File: src/rtl/verr_rx_pkg.sv
package verr_rx_pkg;

  typedef enum logic {
    FR_IDLE  = 1'b0,
    FR_SHIFT = 1'b1
  } frame_state_t;

endpackage

File: src/rtl/verr_halfrate.sv
// Half-rate sampling strobe. Realigned by start-of-conversion so that the
// first strobe falls two edges after the strobe edge.
module verr_halfrate (
  input  logic clk,
  input  logic rst,
  input  logic realign,
  output logic tick
);

  logic phase_q;

  always_ff @(posedge clk) begin
    if (rst || realign) phase_q <= 1'b0;
    else                phase_q <= ~phase_q;
  end

  assign tick = phase_q;

  // the strobe never lasts two cycles in a row
  assert_tick_alternates_R2: assert property (@(posedge clk) disable iff (rst)
    tick |=> !tick);

  // without a realign the strobe reappears one cycle after a gap
  assert_tick_returns_R2: assert property (@(posedge clk) disable iff (rst)
    (!tick && !realign) |=> tick);

endmodule

File: src/rtl/verr_framer.sv
// Frame controller and shift register: counts half-rate bits after a
// start-of-conversion and reports completion or an early abort.
module verr_framer
  import verr_rx_pkg::*;
#(
  parameter int WORD_W = 6,
  parameter int CNT_W  = $clog2(WORD_W)
) (
  input  logic              clk,
  input  logic              rst,
  input  logic              soc,
  input  logic              tick,
  input  logic              ser,
  output logic [WORD_W-1:0] word,
  output logic              done,
  output logic              abort
);

  localparam logic [CNT_W-1:0] LAST_IDX = CNT_W'(WORD_W - 1);

  frame_state_t       state_q;
  logic [CNT_W-1:0]   cnt_q;
  logic [WORD_W-2:0]  shreg_q;
  logic               take;

  assign take  = (state_q == FR_SHIFT) && tick;
  assign done  = take && (cnt_q == LAST_IDX);
  assign abort = soc && (state_q == FR_SHIFT) && !done;
  assign word  = {shreg_q, ser};

  always_ff @(posedge clk) begin
    if (rst) begin
      state_q <= FR_IDLE;
      cnt_q   <= '0;
      shreg_q <= '0;
    end else if (soc) begin
      state_q <= FR_SHIFT;
      cnt_q   <= '0;
    end else if (take) begin
      shreg_q <= word[WORD_W-2:0];
      if (done) begin
        state_q <= FR_IDLE;
        cnt_q   <= '0;
      end else begin
        cnt_q   <= cnt_q + 1'b1;
      end
    end
  end

  // the bit count stays inside the word while shifting
  assert_cnt_bounded_R2: assert property (@(posedge clk) disable iff (rst)
    (state_q == FR_SHIFT) |-> (cnt_q <= LAST_IDX));

  // a start strobe always opens a fresh frame at bit zero
  assert_soc_restarts_R6: assert property (@(posedge clk) disable iff (rst)
    soc |=> (state_q == FR_SHIFT) && (cnt_q == '0));

  // no completion outside a frame
  assert_idle_quiet_R5: assert property (@(posedge clk) disable iff (rst)
    (state_q == FR_IDLE) |-> !done && !abort);

endmodule

File: src/rtl/verr_sample_reg.sv
// Registered output stage: sign extension, valid strobe, sticky frame error.
module verr_sample_reg #(
  parameter int WORD_W = 6,
  parameter int OUT_W  = 12
) (
  input  logic              clk,
  input  logic              rst,
  input  logic              done,
  input  logic              abort,
  input  logic [WORD_W-1:0] word,
  output logic [OUT_W-1:0]  sample,
  output logic              valid,
  output logic              ferr
);

  logic [OUT_W-1:0] ext;

  generate
    if (OUT_W > WORD_W) begin : g_extend
      assign ext = {{(OUT_W-WORD_W){word[WORD_W-1]}}, word};
    end else begin : g_same
      assign ext = word;
    end
  endgenerate

  always_ff @(posedge clk) begin
    if (rst) begin
      sample <= '0;
      valid  <= 1'b0;
      ferr   <= 1'b0;
    end else begin
      valid <= done;
      if (done) begin
        sample <= ext;
        ferr   <= 1'b0;
      end else if (abort) begin
        ferr   <= 1'b1;
      end
    end
  end

  // the valid strobe lasts a single cycle
  assert_valid_single_R3: assert property (@(posedge clk) disable iff (rst)
    valid |=> !valid);

  // the sample is held whenever no word completes
  assert_sample_held_R5: assert property (@(posedge clk) disable iff (rst)
    !done |=> $stable(sample));

  // an early strobe raises the framing flag
  assert_abort_flags_R6: assert property (@(posedge clk) disable iff (rst)
    abort |=> ferr);

  // a completed word clears the flag together with the strobe
  assert_done_clears_R7: assert property (@(posedge clk) disable iff (rst)
    done |=> valid && !ferr);

  // upper bits of a delivered sample all copy the sign bit
  assert_sign_ext_R4: assert property (@(posedge clk) disable iff (rst)
    valid |-> ((sample[OUT_W-1:WORD_W-1] == '0) || (sample[OUT_W-1:WORD_W-1] == '1)));

endmodule

File: src/rtl/verr_rx.sv
module verr_rx #(
  parameter int WORD_W = 6,
  parameter int OUT_W  = 12
) (
  input  logic             clk,
  input  logic             rst,
  input  logic             soc_i,
  input  logic             err_i,
  output logic [OUT_W-1:0] sample_o,
  output logic             valid_o,
  output logic             frame_err_o
);

  localparam int CNT_W = $clog2(WORD_W);

  logic              tick;
  logic              done;
  logic              abort;
  logic [WORD_W-1:0] word;

  verr_halfrate u_tick (
    .clk     (clk),
    .rst     (rst),
    .realign (soc_i),
    .tick    (tick)
  );

  verr_framer #(
    .WORD_W (WORD_W),
    .CNT_W  (CNT_W)
  ) u_framer (
    .clk   (clk),
    .rst   (rst),
    .soc   (soc_i),
    .tick  (tick),
    .ser   (err_i),
    .word  (word),
    .done  (done),
    .abort (abort)
  );

  verr_sample_reg #(
    .WORD_W (WORD_W),
    .OUT_W  (OUT_W)
  ) u_out (
    .clk    (clk),
    .rst    (rst),
    .done   (done),
    .abort  (abort),
    .word   (word),
    .sample (sample_o),
    .valid  (valid_o),
    .ferr   (frame_err_o)
  );

  // a strobe on the completing edge delivers the word without an error
  assert_coincide_clean_R8: assert property (@(posedge clk) disable iff (rst)
    (soc_i && done) |=> valid_o && !frame_err_o);

endmodule

File: config.mk
export PLATFORM = sky130hd
export DESIGN_NAME = verr_rx
export DESIGN_NICKNAME = d
export VERILOG_FILES = /design/src/rtl/verr_rx_pkg.sv /design/src/rtl/verr_halfrate.sv /design/src/rtl/verr_framer.sv /design/src/rtl/verr_sample_reg.sv /design/src/rtl/verr_rx.sv
export SDC_FILE = /design/constraint.sdc
export NUM_CORES = 1
export LEC_CHECK = 0
export ABC_CLOCK_PERIOD_IN_PS = 1260
export BUFFER_PORTS_ARGS = -buffer_cell sky130_fd_sc_hd__buf_2
export CORE_ASPECT_RATIO = 0.8
export CORE_MARGIN = 2
export CORE_UTILIZATION = 25
export DETAILED_ROUTE_END_ITERATION = 10
export MAX_ROUTING_LAYER = met4
export PLACE_DENSITY_LB_ADDON = 0.05
export SYNTH_ARGS = -nofsm -noshare
export SYNTH_HDL_FRONTEND = slang
export SYNTH_HIERARCHICAL = 1
export SYNTH_SLANG_ARGS = --single-unit
File: constraint.sdc
create_clock -name clk -period 1.26 [get_ports clk]
set_input_delay 0.189 -clock clk [delete_from_list [all_inputs] [get_ports clk]]
set_output_delay 0.189 -clock clk [all_outputs]
set_load 0.03 [all_outputs]
==> results of run 1 <==
## cells in the final DEF (no fill, tap or decap)
cell type,n
a21boi_1,1
a21oi_1,1
and3_2,1
buf_2,17
buf_4,7
buf_6,2
clkbuf_8,4
dfxtp_1,16
dfxtp_2,1
dfxtp_4,1
ha_1,1
ha_4,1
inv_2,1
mux2i_1,11
nand2_1,1
nand2_2,1
nand3_1,3
nand3_2,1
nand3b_4,1
nand4b_1,1
nor2_1,14
nor2_2,1
nor2_4,1
nor2b_1,1
nor3_2,2
o21ai_0,1
o41ai_1,1
o41ai_2,1
## worst max-delay path: cells and delay by family (launching register included)
kind                     cells  cell delay, ns
AND/OR/NAND/NOR              3            0.26
adder cells (fa/ha/maj)      1            0.13
buffers and inverters        2            0.19
flip-flops                   1            0.32
multiplexers                 1            0.18
## timing repair
action	CTS	global route
pin swaps	0	1
cloned	0	0
hold buffers	0	0
gates resized for setup	1	13
setup buffers	0	2
endpoints found under the setup margin	6	8
## routing by layer
layer	part of all wire, %	up-vias	track usage [%]
met5	0	-	-
met4	1.1	0	4.17
met3	6.3	2	5.11
met2	44	12	13.9
met1	49	252	12.0
li1	-	285	-
## how the worst max path moves through the flow
| stage | from | end | slack, ns | cells after the start |
|---|---|---|---|---|
| final | u_framer/cnt_q[1] | u_out/sample[3] | 0.06 | 7 |
| after global routing | u_framer/cnt_q[1] | u_out/sample[5] | -0.02 | 7 |
| after CTS | u_framer/cnt_q[0] | u_out/sample[3] | 0.0003 | 6 |
| after detailed placement | u_framer/cnt_q[0] | u_out/sample[3] | -0.02 | 6 |
| after global placement | u_framer/cnt_q[0] | u_out/sample[4] | 0.001 | 6 |
| after floorplan | u_framer/cnt_q[0] | u_out/sample[5] | 0.06 | 6 |
## registers in the layout (all words and copies together) (netlist names)
name	flops
u_tick/tick	1
u_out/valid	1
u_framer/cnt_q	3
u_out/ferr	1
u_framer/shreg_q	5
u_out/sample	6
u_framer/state_q	1
## synth_stat cells
| cell | count | area, um^2 |
|---|---|---|
| inv_1 | 1 | 3.75 |
| a21boi_1 | 1 | 7.51 |
| nand2_1 | 2 | 7.51 |
| nor3_2 | 1 | 10.0 |
| nor2b_1 | 1 | 6.26 |
| nand3b_4 | 1 | 20.0 |
| ha_1 | 2 | 25.0 |
| buf_4 | 7 | 52.6 |
| a21oi_1 | 1 | 5.00 |
| buf_6 | 1 | 11.3 |
| nor2_1 | 16 | 60.1 |
| mux2i_1 | 11 | 110 |
| nand3_1 | 3 | 15.0 |
| o21ai_0 | 1 | 5.00 |
| nor3_1 | 1 | 5.00 |
| and3_2 | 1 | 7.51 |
| o41ai_1 | 2 | 17.5 |
| dfxtp_1 | 18 | 360 |
| nand3_2 | 1 | 10.0 |
| clkbuf_1 | 1 | 3.75 |
| nand4b_1 | 1 | 8.76 |
| clkbuf_2 | 1 | 5.00 |
## where the power goes
| group | switching (mW) | internal (mW) |
|---|---|---|
| registers | 0.00423 | 0.574 |
| clock network | 0.197 | 0.278 |
| logic | 0.0381 | 0.0231 |
| total | 0.239 | 0.875 |
## kinds of logic (layout without fill, tap and decap cells)
family / after synthesis / count (layout)
AO/OA/AOI/OAI: 5 / 5
adder cells (fa/ha/maj): 2 / 2
flip-flops: 18 / 18
multiplexers: 11 / 11
buffers and inverters: 11 / 31
AND/OR/NAND/NOR: 28 / 28
## final cells by class
type | count | area, um^2
Clock buffer | 4 | 55.1
Fill cell | 290 | 1840
Inverter | 1 | 3.75
Multi-Input combinational cell | 46 | 358
Sequential cell | 18 | 365
Tap cell | 38 | 47.5
Timing Repair Buffer | 26 | 160
==> flow_metrics.py, run 1 <==
metrics = {
    "outcome": {
        "status": "completed",
    },
    "routing": {
        "drtIter0Drc": 17,
        "wl_um": 1500,
        "drt_first_pass_iters": 4,
        "drc": 0,
        "antenna_left": 0,
        "wl_per_cell_um": 11.2,
        "vias": 551,
        "routed_via_density": 4.14,
    },
    "logic_synthesis": {
        "syn_nets": 81,
        "synth_top_family_by_area": "simple AND/OR/NAND/NOR gates",
        "syn_area_um2": 757,
        "synth_warnings": 6,
        "post_synth.cell_area_avg_um2": 10.1,
        "ys_seq_area_share_pct": 47.6,
        "synth_xor_area_share_pct": 0,
        "yosys_register_bits": 18,
        "post_synth_mux_area_share_pct": 14.5,
        "synth-compound-area-share_pct": 4.63,
        "syn_inst": 75,
        "synth_fa_ha_area_share_pct": 3.31,
        "synth.distinct_cells": 22,
        "synth-simple-area-share_pct": 19.8,
    },
    "power": {
        "powerDensity_mw_per_mm2": 1130,
        "ir_drop_mv": 0.436,
        "p_total_mw": 1.11,
        "power_leakage_nw": 0.467,
    },
    "die": {
        "initial_core_util_pct": 26.8,
        "die_w_um": 65.5,
        "io_pins": 18,
        "placementRows": 17,
        "die_h_um": 53.2,
        "die_area_mm2": 0.00349,
        "core_mm2": 0.00283,
    },
    "clock_network": {
        "cts_made_buffers": 3,
        "htreeDepth": 1,
        "clkLatencyLatePin_ns": 0.25,
        "cts_sinks": 18,
        "clkTransAtPathRegs_ns": 0.07,
        "clockBufferDepth": 2,
        "cts_tree": "built",
        "root_buffer": "clkbuf_8",
    },
    "sta": {
        "period_needed_ns": 1.20,
        "rsz0062_at_grt": "yes",
        "max_freq_mhz": 834,
        "setup_tns_ns": 0,
        "final-setup-viol-count": 0,
        "worstMarginPinSlew_ns": 0.368,
        "hold_ws_ns": 0.190,
        "hold_violations": 0,
        "min_period_over_period_pct": 95.1,
        "slew_headroom_pct": 75.5,
        "layout_setup_ws_ns": 0.0613,
        "skew_ns": 0.00376,
        "drv_slew": 0,
    },
    "grt": {
        "grt_first_pass_wirelength_um": 2350,
        "grt_pass1_vias": 490,
        "grt_remaining_overflow": 0,
        "grt_start_max_net_pins": 19,
        "grt_usage_pct": 9.95,
        "antenna_found_initial": 0,
    },
    "critical_path": {
        "crit_required_ns": 1.39,
        "crit_fanout": 5,
        "cp.arrival_ns": 1.33,
        "r2r_setup_slack_ns": 0.06,
        "crit_type": "register to register",
        "worstSetupStartpointType": "register",
        "r2r-end": "u_out/sample[3]",
        "cp_cell_sequence": "inv_2 -> ha_4 -> nand2_2 -> nor2_4 -> buf_6 -> mux2i_1 -> nor2_1",
        "cp_slowest_stage_delay_ns": 0.32,
        "cpMaxStageDelayCell": "dfxtp_2",
        "r2r_start": "u_framer/cnt_q[1]",
        "end_kind": "register",
        "rr_worst_depth": 7,
    },
    "placed_design": {
        "dp_slack_ns": -0.0208,
        "io_buffers": 17,
        "placedCellCount": 127,
        "place_area_um2": 870,
        "routabilityCongestion": 0.731,
        "dp_hpwl_um": 1010,
    },
    "hold_path": {
        "hp-class": "input port to register",
        "hold_end": "u_framer/shreg_q[0]",
        "hold_path_startpoint": "err_i",
        "whs_path_depth": 3,
    },
    "cells_and_area": {
        "drive_gt1_share_pct": 45.3,
        "syn_to_final_growth_pct": 30.7,
        "num_antenna_cells": 0,
        "fin_cells": 133,
        "utilization_pct": 35.0,
        "stdcell_area_um2": 990,
        "nNetsFinal": 102,
    },
    "flow_run": {
        "drv_cap": 0,
    },
}
(Power assumes the default switching activity.)
==> inputs of run 2 (changes only) <==
--- a/config.mk
+++ b/config.mk
@@ -5,12 +5,14 @@
 export SDC_FILE = /design/constraint.sdc
 export NUM_CORES = 1
 export LEC_CHECK = 0
+export ABC_AREA = 1
 export ABC_CLOCK_PERIOD_IN_PS = 1260
 export BUFFER_PORTS_ARGS = -buffer_cell sky130_fd_sc_hd__buf_2
 export CORE_ASPECT_RATIO = 0.8
 export CORE_MARGIN = 2
 export CORE_UTILIZATION = 25
 export DETAILED_ROUTE_END_ITERATION = 10
+export HOLD_SLACK_MARGIN = 0.15
 export MAX_ROUTING_LAYER = met4
 export PLACE_DENSITY_LB_ADDON = 0.05
 export SYNTH_ARGS = -nofsm -noshare
==> flow_metrics.py, run 2 <==
metrics = {
    "outcome": {
        "status": "completed",
    },
    "sta": {
        "worstMarginPinSlew_ns": 0.220,
        "hold_violations": 0,
        "setup_tns_ns": 0,
        "skew_ns": 0.00255,
        "drv_slew": 0,
        "rsz0062_at_grt": "no",
        "min_period_over_period_pct": 87.6,
        "period_needed_ns": 1.10,
        "max_freq_mhz": 906,
        "final-setup-viol-count": 0,
        "slew_headroom_pct": 85.3,
    },
    "flow_run": {
        "drv_cap": 0,
    },
    "clock_network": {
        "cts_setup_buffers": 0,
        "root_buffer": "clkbuf_8",
        "cts_tree": "built",
        "cts-hold-fix-buffers": 0,
        "clkLatencyLatePin_ns": 0.25,
        "clockBufferDepth": 2,
        "cts_sinks": 18,
        "htreeDepth": 1,
        "cts_resized": 0,
        "cts_made_buffers": 3,
        "clkTransAtPathRegs_ns": 0.07,
    },
    "grt": {
        "grt_pass1_vias": 586,
        "grt_start_max_net_pins": 11,
        "antenna_found_initial": 0,
        "grt_first_pass_wirelength_um": 2530,
        "grt_usage_pct": 10.2,
        "grt_remaining_overflow": 0,
    },
    "routing": {
        "routed_via_density": 3.83,
        "drt_first_pass_iters": 4,
        "vias": 624,
        "antenna_left": 0,
        "drc": 0,
        "wl_um": 1510,
        "wl_per_cell_um": 9.28,
        "drtIter0Drc": 26,
    },
    "logic_synthesis": {
        "syn_area_um2": 797,
        "yosys_register_bits": 18,
        "synth_top_flop_cell": "dfxtp_1",
        "synth_warnings": 6,
        "synth_top_area_share_pct": 45.2,
        "yosys-top-cells-area": "dfxtp_1 (45%), nand2_1 (12%), nor2_1 (8.5%)",
        "async_reset_ff_share_pct": 0,
        "syn_inst": 108,
        "synth.distinct_cells": 18,
        "synth_edf_count": 0,
        "synth_commonest_cells": "nand2_1 (25), dfxtp_1 (18), nor2_1 (18)",
        "synth_most_common_cell": "nand2_1",
        "synth_top_cell_by_area": "dfxtp_1",
        "syn_nets": 114,
        "post_synth.cell_area_avg_um2": 7.38,
        "ys_seq_area_share_pct": 45.2,
    },
    "hold_path": {
        "hold_path_startpoint": "err_i",
        "hp-class": "input port to register",
        "whs_path_depth": 3,
        "hold_end": "u_framer/shreg_q[0]",
    },
    "cells_and_area": {
        "num_antenna_cells": 0,
        "nNetsFinal": 130,
        "layout_common_cells": "nand2_1 (23), buf_2 (17), nor2_1 (17)",
        "stdcell_area_um2": 971,
        "syn_to_final_growth_pct": 21.8,
        "largest_reg_flops": 6,
        "reg_top3": "u_out/sample (6), u_framer/shreg_q (5), u_framer/cnt_q (3)",
        "utilization_pct": 31.7,
        "top_register": "u_out/sample",
        "final_common_cell": "nand2_1",
        "drive_gt1_share_pct": 29.3,
    },
    "critical_path": {
        "crit_family": "flip-flops",
        "end_kind": "register",
        "cpMaxStageDelayCell": "dfxtp_2",
        "r2r_start": "u_framer/cnt_q[1]",
        "cp_slowest_stage_delay_ns": 0.33,
        "r2r-end": "u_out/ferr",
        "crit_fanout": 4,
        "crit_type": "register to register",
        "worstSetupStartpointType": "register",
        "cp_common_cell": "nor2_1",
        "rr_worst_depth": 7,
        "crit_required_ns": 1.41,
        "r2r_setup_slack_ns": 0.16,
        "cp_cell_sequence": "inv_2 -> ha_4 -> nand2_4 -> o21bai_1 -> nor2_1 -> nor2_1 -> nor2_2",
        "crit_buf_inv": 1,
        "cp.arrival_ns": 1.25,
    },
    "die": {
        "placementRows": 18,
        "die_w_um": 67.1,
        "die_area_mm2": 0.00366,
        "io_pins": 18,
        "initial_core_util_pct": 26.0,
        "core_mm2": 0.00306,
        "die_h_um": 54.5,
    },
    "power": {
        "ir_drop_mv": 0.644,
        "power_leakage_nw": 0.538,
        "powerDensity_mw_per_mm2": 1160,
    },
    "placed_design": {
        "routabilityCongestion": 0.741,
        "place_area_um2": 898,
        "io_buffers": 17,
        "dp_hpwl_um": 1170,
    },
}
==> run 2: changes by cell type in the layout (fill, tap and decap cells not counted), moves of 2 or more <==
cell,previous run,this run
nand2_1,1,23
inv_1,0,16
mux2i_1,11,0
buf_4,7,2
nand3_1,3,7
nor2_1,14,17
buf_6,2,0
nor3_2,2,0
o21bai_1,0,2
==> run 2: routing by layer <==
| layer | GRT usage [%] | vias up | share of wire (%) | wire, um |
|---|---|---|---|---|
| met1 | 12.3 | 270 | 55 | 827 |
| met4 | 3.06 | 0 | 0 | 0 |
| met3 | 4.94 | 0 | 4.2 | 64 |
| li1 | - | 343 | - | - |
| met2 | 15.0 | 11 | 41 | 622 |
| met5 | - | - | 0 | 0 |
==> run 2: where the power goes <==
group	leakage (nW)	switching, mW	total, mW	internal (mW)
sequential	0.147	0.00877	0.589	0.580
combinational	0.362	0.0435	0.0681	0.0246
clock	0.0288	0.189	0.466	0.277
total	0.538	0.241	1.12	0.882
==> run 2: kinds of logic after synthesis <==
family	share of synthesized area [%]
flops	45.2
fa+ha+maj	3.14
simple gates	29.7
buf+inv	16.5
compound gates	4.39
xor+xnor	1.10
==> run 2: metrics by stage <==
step / cells / power (mW) / hold WS (ns) / worst slack (ns)
after floorplan: 108 / 0.645 / 0.258 / 0.123
after global placement: 161 / 0.667 / 0.429 / 0.0817
after detailed placement: 161 / 0.668 / 0.436 / 0.0438
after CTS: 165 / 1.15 / 0.190 / 0.0354
after global routing: 163 / 1.19 / 0.202 / 0.0692
final: 163 / 1.12 / 0.190 / 0.157
==> run 2: worst reg2reg max path, stage by stage, from the launching register on <==
cell and delay, ns:
dfxtp_2 0.33, inv_2 0.06, ha_4 0.13, nand2_4 0.06, o21bai_1 0.18, nor2_1 0.07, nor2_1 0.12, nor2_2 0.05
==> run 2: worst max path at each step <==
stage                     slack (ns)         endpoint              start  cells past startpoint
final                           0.16       u_out/ferr  u_framer/cnt_q[1]                      7
after global routing            0.07  u_out/sample[5]   u_framer/state_q                      5
after CTS                       0.04  u_out/sample[1]  u_framer/cnt_q[1]                      8
after detailed placement        0.04  u_out/sample[1]  u_framer/cnt_q[1]                      8
after global placement          0.08  u_out/sample[4]  u_framer/cnt_q[1]                      8
after floorplan                 0.12  u_out/sample[5]  u_framer/cnt_q[1]                      8
==> run 2: cell type report <==
type	instances	area [um^2]
clock buffers	4	55.1
fillers	348	2090
inverters	18	67.6
multi-input cells	64	335
flip-flops and latches	18	363
well taps	40	50.0
repair buffers	19	100
==> inputs of run 3 (changes only) <==
--- a/config.mk
+++ b/config.mk
@@ -17,5 +17,5 @@
 export PLACE_DENSITY_LB_ADDON = 0.05
 export SYNTH_ARGS = -nofsm -noshare
 export SYNTH_HDL_FRONTEND = slang
-export SYNTH_HIERARCHICAL = 1
 export SYNTH_SLANG_ARGS = --single-unit
+export TNS_END_PERCENT = 30
==> flow_metrics.py, run 3 <==
metrics = {
    "outcome": {
        "status": "completed",
    },
    "sta": {
        "setup_tns_ns": 0,
        "final-setup-viol-count": 0,
        "hold_violations": 0,
        "max_freq_mhz": 890,
        "slew_headroom_pct": 81.6,
        "min_period_over_period_pct": 89.1,
        "rsz0062_at_grt": "no",
        "skew_ns": 0.00274,
        "drv_slew": 0,
        "worstMarginPinSlew_ns": 0.275,
        "period_needed_ns": 1.12,
    },
    "logic_synthesis": {
        "synth_edf_count": 0,
        "yosys-top-cells-area": "dfxtp_1 (47%), nand2_1 (13%), nand3_1 (9.1%)",
        "synth_warnings": 0,
        "syn_inst": 103,
        "syn_nets": 109,
        "synth_most_common_cell": "nand2_1",
        "synth_top_cell_by_area": "dfxtp_1",
        "synth_top_flop_cell": "dfxtp_1",
        "synth_commonest_cells": "nand2_1 (26), dfxtp_1 (18), nor2_1 (16)",
        "post_synth.cell_area_avg_um2": 7.48,
        "ys_seq_area_share_pct": 46.8,
        "synth.distinct_cells": 17,
        "yosys_register_bits": 18,
        "synth_top_area_share_pct": 46.8,
        "async_reset_ff_share_pct": 0,
        "syn_area_um2": 771,
    },
    "power": {
        "powerDensity_mw_per_mm2": 1210,
        "p_total_mw": 1.14,
        "power_leakage_nw": 0.521,
        "ir_drop_mv": 0.452,
    },
    "die": {
        "initial_core_util_pct": 27.0,
        "die_area_mm2": 0.00355,
        "die_w_um": 66.1,
        "io_pins": 18,
        "die_h_um": 53.7,
        "core_mm2": 0.00285,
        "placementRows": 17,
    },
    "cells_and_area": {
        "n_fill_cell": 326,
        "num_antenna_cells": 0,
        "drive_gt1_share_pct": 23.5,
        "fin_cells": 157,
        "syn_to_final_growth_pct": 22.4,
        "final_common_cell": "nand2_1",
        "multi_input_area_um2": 327,
        "largest_reg_flops": 6,
        "reg_top3": "u_out.sample (6), u_framer.shreg_q (5), u_framer.cnt_q (3)",
        "seq_area_um2": 360,
        "nNetsFinal": 126,
        "top_register": "u_out.sample",
        "layout_common_cells": "nand2_1 (25), dfxtp_1 (18), buf_2 (17)",
    },
    "grt": {
        "antenna_found_initial": 0,
        "grt_usage_pct": 10.1,
        "grt_remaining_overflow": 0,
        "grt_first_pass_wirelength_um": 2570,
        "grt_pass1_vias": 581,
        "grt_start_max_net_pins": 21,
    },
    "placed_design": {
        "routabilityCongestion": 0.684,
        "dp_hpwl_um": 1070,
        "io_buffers": 17,
        "placedCellCount": 151,
    },
    "routing": {
        "top_layer": "met4",
        "drc": 0,
        "wl_met3_um": 105,
        "wl_met2_um": 563,
        "wl_per_cell_um": 9.50,
        "drt_first_pass_iters": 4,
        "vias": 637,
        "antenna_left": 0,
        "routed_via_density": 4.06,
        "wl_um": 1490,
        "drtIter0Drc": 15,
        "wl_met1_um": 815,
    },
    "clock_network": {
        "cts_sinks": 18,
        "cts_setup_buffers": 0,
        "clkTransAtPathRegs_ns": 0.07,
        "cts_tree": "built",
        "htreeDepth": 1,
        "root_buffer": "clkbuf_8",
        "cts_made_buffers": 3,
        "clkLatencyLatePin_ns": 0.25,
        "clockBufferDepth": 2,
    },
    "critical_path": {
        "end_kind": "register",
        "worstSetupStartpointType": "register",
        "cp.arrival_ns": 1.32,
        "crit_fanout": 10,
        "crit_type": "register to register",
        "crit_required_ns": 1.46,
    },
    "flow_run": {
        "drv_cap": 0,
    },
    "hold_path": {
        "hp-class": "input port to register",
    },
}
## run 3: cell types whose count changed after synthesis, sizes merged, moves of 2 or more
cell	previous run	this run
inv	18	11
nand3	8	15
nor2	21	17
buf	8	6
clkbuf	0	2
nand2	26	28
o21ai	2	0
o21bai	2	0
## run 3: final timing paths
kind / start / end / slack (ns) / depth (start not counted)
max reg2reg: u_framer.cnt_q[1] / u_framer.cnt_q[2] / 0.14 / 7
min: err_i / u_out.sample[0] / 0.18 / 3
min reg2reg: u_out.sample[0] / u_out.sample[0] / 0.47 / 2
max: u_framer.cnt_q[1] / u_framer.cnt_q[2] / 0.14 / 7
## run 3: cell type report
type / instances / share of cell area [%]
Sequential cell: 18 / 38.2
Tap cell: 38 / 5.04
Multi-Input combinational cell: 66 / 34.6
Inverter: 11 / 4.38
Clock buffer: 4 / 5.84
Timing Repair Buffer: 20 / 11.9
## run 3: metrics by stage
stage | util [%] | hold WS (ns) | setup slack (ns) | area [um^2]
2_1_floorplan | - | 0.261 | 0.221 | 771
6_report | 33.1 | 0.185 | 0.137 | 943
3_5_place_dp | 30.1 | 0.401 | 0.0902 | 858
5_1_grt | 33.1 | 0.186 | 0.00907 | 943
4_1_cts | 32.7 | 0.177 | 0.0780 | 933
3_3_place_gp | 30.1 | 0.410 | 0.146 | 858
## run 3: report_power, final
part	total (mW)	switching (mW)	internal (mW)	leakage (nW)
logic	0.0677	0.0419	0.0259	0.346
clock network	0.478	0.201	0.278	0.0288
registers	0.598	0.0155	0.582	0.146
total	1.14	0.258	0.886	0.521
## run 3: worst max-delay path, stage by stage, from the launching register on
cell	delay, ns
dfxtp_1	0.33
inv_1	0.05
ha_1	0.17
nand2_1	0.12
inv_1	0.08
nand2_4	0.13
nand2_2	0.08
nor2_1	0.10
## run 3: cells by family after synthesis
kind of cell,after synthesis,synth area share (%)
AO/OA/AOI/OAI,1,0.649
XOR/XNOR,1,1.14
buffers and inverters,19,12.2
adder cells (fa/ha/maj),2,3.25
AND/OR/NAND/NOR,62,36.0
flip-flops,18,46.8
## run 3: repair_timing
| item | in CTS | in global routing |
|---|---|---|
| hold buffers | 2 | 0 |
| endpoints found under the setup margin | 0 | 6 |
| resized for setup | 0 | 2 |
| hold endpoints to repair | 2 | 0 |
## run 3: metal layers
layer	GRT usage (%)	vias to the layer above
met4	2.04	0
met5	-	-
met2	14.7	18
li1	-	343
met1	13.2	274
met3	4.39	2
